$ cat src/rtl/tmr_irq_unit.sv
`timescale 1ns/1ps
module tmr_irq_unit #(
  parameter bit HAS_CAPTURE = 1'b1,
  parameter int DW = 8
) (
  input  logic          clk,
  input  logic          rst_n,
  input  logic          ev_ovf,
  input  logic          ev_cmpa,
  input  logic          ev_cmpb,
  input  logic          ev_cap,
  input  logic          bus_sel,
  input  logic          bus_wr,
  input  logic          bus_addr,
  input  logic [DW-1:0] bus_wdata,
  output logic [DW-1:0] bus_rdata,
  input  logic          gie,
  input  logic          irq_ack,
  output logic          irq_req,
  output logic [1:0]    irq_vec
);
  localparam int NF = HAS_CAPTURE ? 4 : 3;

  logic [NF-1:0] flags_q, mask_q, ev, pend, clr_sw, clr_ack;
  logic [1:0]    pick;
  logic          wr_flag, wr_mask, take;

  generate
    if (HAS_CAPTURE) begin : g_cap
      assign ev = {ev_cap, ev_cmpb, ev_cmpa, ev_ovf};
    end else begin : g_nocap
      assign ev = {ev_cmpb, ev_cmpa, ev_ovf};
    end
  endgenerate

  assign wr_flag = bus_sel & bus_wr & ~bus_addr;
  assign wr_mask = bus_sel & bus_wr &  bus_addr;
  assign pend    = gie ? (flags_q & mask_q) : '0;
  assign take    = irq_req & irq_ack;
  assign clr_sw  = wr_flag ? bus_wdata[NF-1:0] : '0;

  always_comb begin
    pick = '0;
    for (int i = NF - 1; i >= 0; i--)
      if (pend[i]) pick = 2'(i);
  end

  always_comb begin
    clr_ack = '0;
    for (int i = 0; i < NF; i++)
      clr_ack[i] = take && (irq_vec == 2'(i));
  end

  always_ff @(posedge clk or negedge rst_n) begin
    if (!rst_n) begin
      flags_q <= '0;
      mask_q  <= '0;
      irq_req <= 1'b0;
      irq_vec <= '0;
    end else begin
      flags_q <= (flags_q & ~(clr_sw | clr_ack)) | ev;
      if (wr_mask) mask_q <= bus_wdata[NF-1:0];
      if (irq_req) begin
        if (irq_ack) irq_req <= 1'b0;
      end else if (|pend) begin
        irq_req <= 1'b1;
        irq_vec <= pick;
      end
    end
  end

  assign bus_rdata = {{(DW-NF){1'b0}}, bus_addr ? mask_q : flags_q};
endmodule


$ cat config.mk
export PLATFORM = sky130hd
export DESIGN_NAME = tmr_irq_unit
export DESIGN_NICKNAME = d
export VERILOG_FILES = /design/src/rtl/tmr_irq_unit.sv
export SDC_FILE = /design/constraint.sdc
export NUM_CORES = 1
export LEC_CHECK = 0
export ABC_AREA = 1
export BUFFER_PORTS_ARGS = -buffer_cell sky130_fd_sc_hd__buf_2
export CAP_MARGIN = 20
export CELL_PAD_IN_SITES_DETAIL_PLACEMENT = 1
export CELL_PAD_IN_SITES_GLOBAL_PLACEMENT = 1
export CORE_MARGIN = 2
export CORE_UTILIZATION = 31
export CTS_CLUSTER_DIAMETER = 100
export DETAILED_ROUTE_END_ITERATION = 6
export GPL_ROUTABILITY_DRIVEN = 0
export PLACE_DENSITY = 0.86
export SKIP_LAST_GASP = 1
export SYNTH_ARGS = -nofsm -noshare
export SYNTH_HDL_FRONTEND = slang
export SYNTH_SLANG_ARGS = --single-unit
$ cat constraint.sdc
create_clock -name clk -period 1.1 [get_ports clk]
set_input_delay 0.165 -clock clk [delete_from_list [all_inputs] [get_ports clk]]
set_output_delay 0.165 -clock clk [all_outputs]
set_load 0.01 [all_outputs]
==> metrics.csv <==
stage;metric;value;unit
floorplan;io_pins;30;
drt;wl_per_cell;13.0;um
yosys;yosysSeqAreaShare;0.424;
drt;vias;630;
floorplan;start_util;0.331;
yosys;synth_commonest_cells;nand2_1 (22), inv_1 (12), dfrtp_1 (11);
yosys;yosysTopAreaCell;dfrtp_1;
drt;drt_iter0_drc;6;
global_routing;antenna_found_initial;0;
global_routing;grt_pass1_wl;2.86;mm
yosys;synth_cell_types;15;
floorplan;die_y;49.8;um
floorplan;die_x;49.8;um
cts;htreeDepth;1;
hold_path;hold_end;flags_q[1];
critical_path;start_kind;register;
critical_path;path_max_fanout;2;
cells_and_area;diodes;0;
timing;hold_violations;0;
floorplan;dieArea;2480;um^2
global_routing;grt_overflow;0;
timing;hold_ws;84.7;ps
yosys;synth_flop_cell;dfrtp_1;
floorplan;rows;16;
place;post-dp-hpwl;1.26;mm
cts;clk_pin_slew;70;ps
cells_and_area;final_util;0.452;
cts;cts_buffers;3;
timing;setup_ws;-119;ps
run_status;violations;setup timing;
timing;rsz0062_at_grt;true;
pwr;powerDensity;1740;nW/um^2
critical_path;worstSetupPathType;reg2out;
drt;drt_wl_total;1.79;mm
timing;post-route-period-util;1.11;
cells_and_area;final_area;886;um^2
yosys;synthTopCellsByArea;dfrtp_1 (42%), nand2_1 (13%), mux2_4 (9.2%), inv_1 (6.9%), nand3_1 (5.4%);
place;dp.cells;124;
yosys;synth_area;649;um^2
pwr;total_power;1.54;mW
cts;cts_sinks;11;
global_routing;grt_pass1_vias;633;
yosys;ys_ff_latch;11;
timing;slew_viol_final;0;
critical_path;cp.arrival;1050;ps
drt;detail_route.vias_per_cell;4.57;
critical_path;r2r_end;irq_vec[0];
place;port_buffers;21;
critical_path;reg2reg_depth;7;
hold_path;holdPathStages;2;
cts;insertion_delay;270;ps
pwr;ir_worst_vdd;1.07;mV
cells_and_area;fill_cells;269;
yosys;netlist.area_leader.share;0.424;
yosys;synth-edff-count;0;
critical_path;cp-end-kind;primary output;
critical_path;r2r_start;mask_q[0];
pwr;cellLeakagePower;0.529;nW
timing;fmax;821;MHz
yosys;yosysWarnings;0;
hold_path;hold_start;ev_cmpa;
yosys;syn_avg_cell_area;8.33;um^2
drt;ant_nets;0;
cts;cts_tree;yes;
timing;clock-skew-final;0.734;ps
timing;tns;-174;ps
critical_path;r2r_slack;-10;ps
cells_and_area;area_growth;36.4;%
run;cap_viol_max_count;0;
global_routing;grt_max_degree;12;
timing;period_needed;1220;ps
hold_path;hp-class;in2reg;
cts;clockBufferDepth;2;
yosys;synth.most_common_cell;nand2_1;
global_routing;grtUsageTotal;0.159;
cells_and_area;drive_above_1_share;0.396;
yosys;async_reset_ff_frac;1.00;
yosys;synthCells;78;
cts;cts_root_buf;clkbuf_4;
cells_and_area;final_cell_count_no_fill;138;
critical_path;critical_path_required;940;ps
run_status;outcome;complete, but fails checks;
place;pre_cts_slack;53.7;ps
floorplan;coreArea;1960;um^2
timing;setup_violations;5;
cells_and_area;nets;131;
drt;first_pass_iters;4;
drt;drcViolationCount;0;
place;place_area;758;um^2
-- final cells by class --
| class | count | area, um^2 | area share |
|---|---|---|---|
| sequential | 11 | 275 | 0.311 |
| timing repair buffer | 31 | 189 | 0.213 |
| tap | 27 | 33.8 | 0.0381 |
| multi-input combinational | 53 | 317 | 0.357 |
| inverter | 12 | 45.0 | 0.0508 |
| clock buffer | 4 | 26.3 | 0.0297 |
-- report_power, final --
part / internal (mW) / switching [mW] / total (mW)
Clock: 0.141 / 0.141 / 0.281
Sequential: 0.510 / 0.0878 / 0.598
Combinational: 0.312 / 0.349 / 0.661
Total: 0.962 / 0.578 / 1.54
-- worst max-delay path by stage --
stage / startpoint / depth (start not counted) / slack [ps] / to
finish: flags_q[1] / 2 / -120 / bus_rdata[1]
global route: flags_q[1] / 2 / -160 / bus_rdata[1]
CTS: flags_q[1] / 2 / -130 / bus_rdata[1]
detailed placement: mask_q[3] / 6 / 50 / irq_vec[0]
global placement: mask_q[3] / 6 / 70 / irq_vec[0]
floorplan: mask_q[3] / 6 / 210 / irq_vec[0]
-- cells by family (layout without fill, tap and decap cells) --
kind of cell | after synthesis | count (layout) | share of synthesized area
flops | 11 | 11 | 0.424
simple gates | 35 | 35 | 0.239
buf+inv | 17 | 47 | 0.133
other cells | 1 | 4 | 0.00577
compound gates | 9 | 9 | 0.0886
mux | 5 | 5 | 0.110
-- flip-flops by register name, summed over array words and instances (netlist names) --
register and count:
flags_q 4, mask_q 4, irq_vec 2, irq_req 1
-- worst max-delay path, stage by stage, from the launching register on --
cell and delay (ps):
dfrtp_1 390, mux2_4 280, buf_6 120
-- layer usage --
metal / up-vias / wire length [um] / GRT usage
li1: 307 / - / -
met1: 303 / 727 / 0.182
met2: 16 / 952 / 0.276
met3: 4 / 69 / 0.0242
met4: 0 / 38 / 0.0972
met5: - / 0 / 0
-- timing repair --
item | CTS | global route
gates resized for setup | 5 | 6
setup endpoints to repair | 4 | 7
buffers inserted | 7 | 2
hold endpoints to repair | 11 | 0
hold buffers | 1 | 0
pin swaps | 0 | 4
-- cell usage in the layout (no fill, tap or decap), types with 2 or more instances in the layout --
cell type / count
buf_2: 20
buf_4: 9
clkbuf_4: 3
conb_1: 4
dfrtp_1: 11
inv_1: 11
mux2_4: 5
nand2_1: 20
nand2_2: 2
nand3_1: 6
nor2_1: 4
o21ai_1: 3
o21bai_1: 4
(Power assumes the default switching activity.)
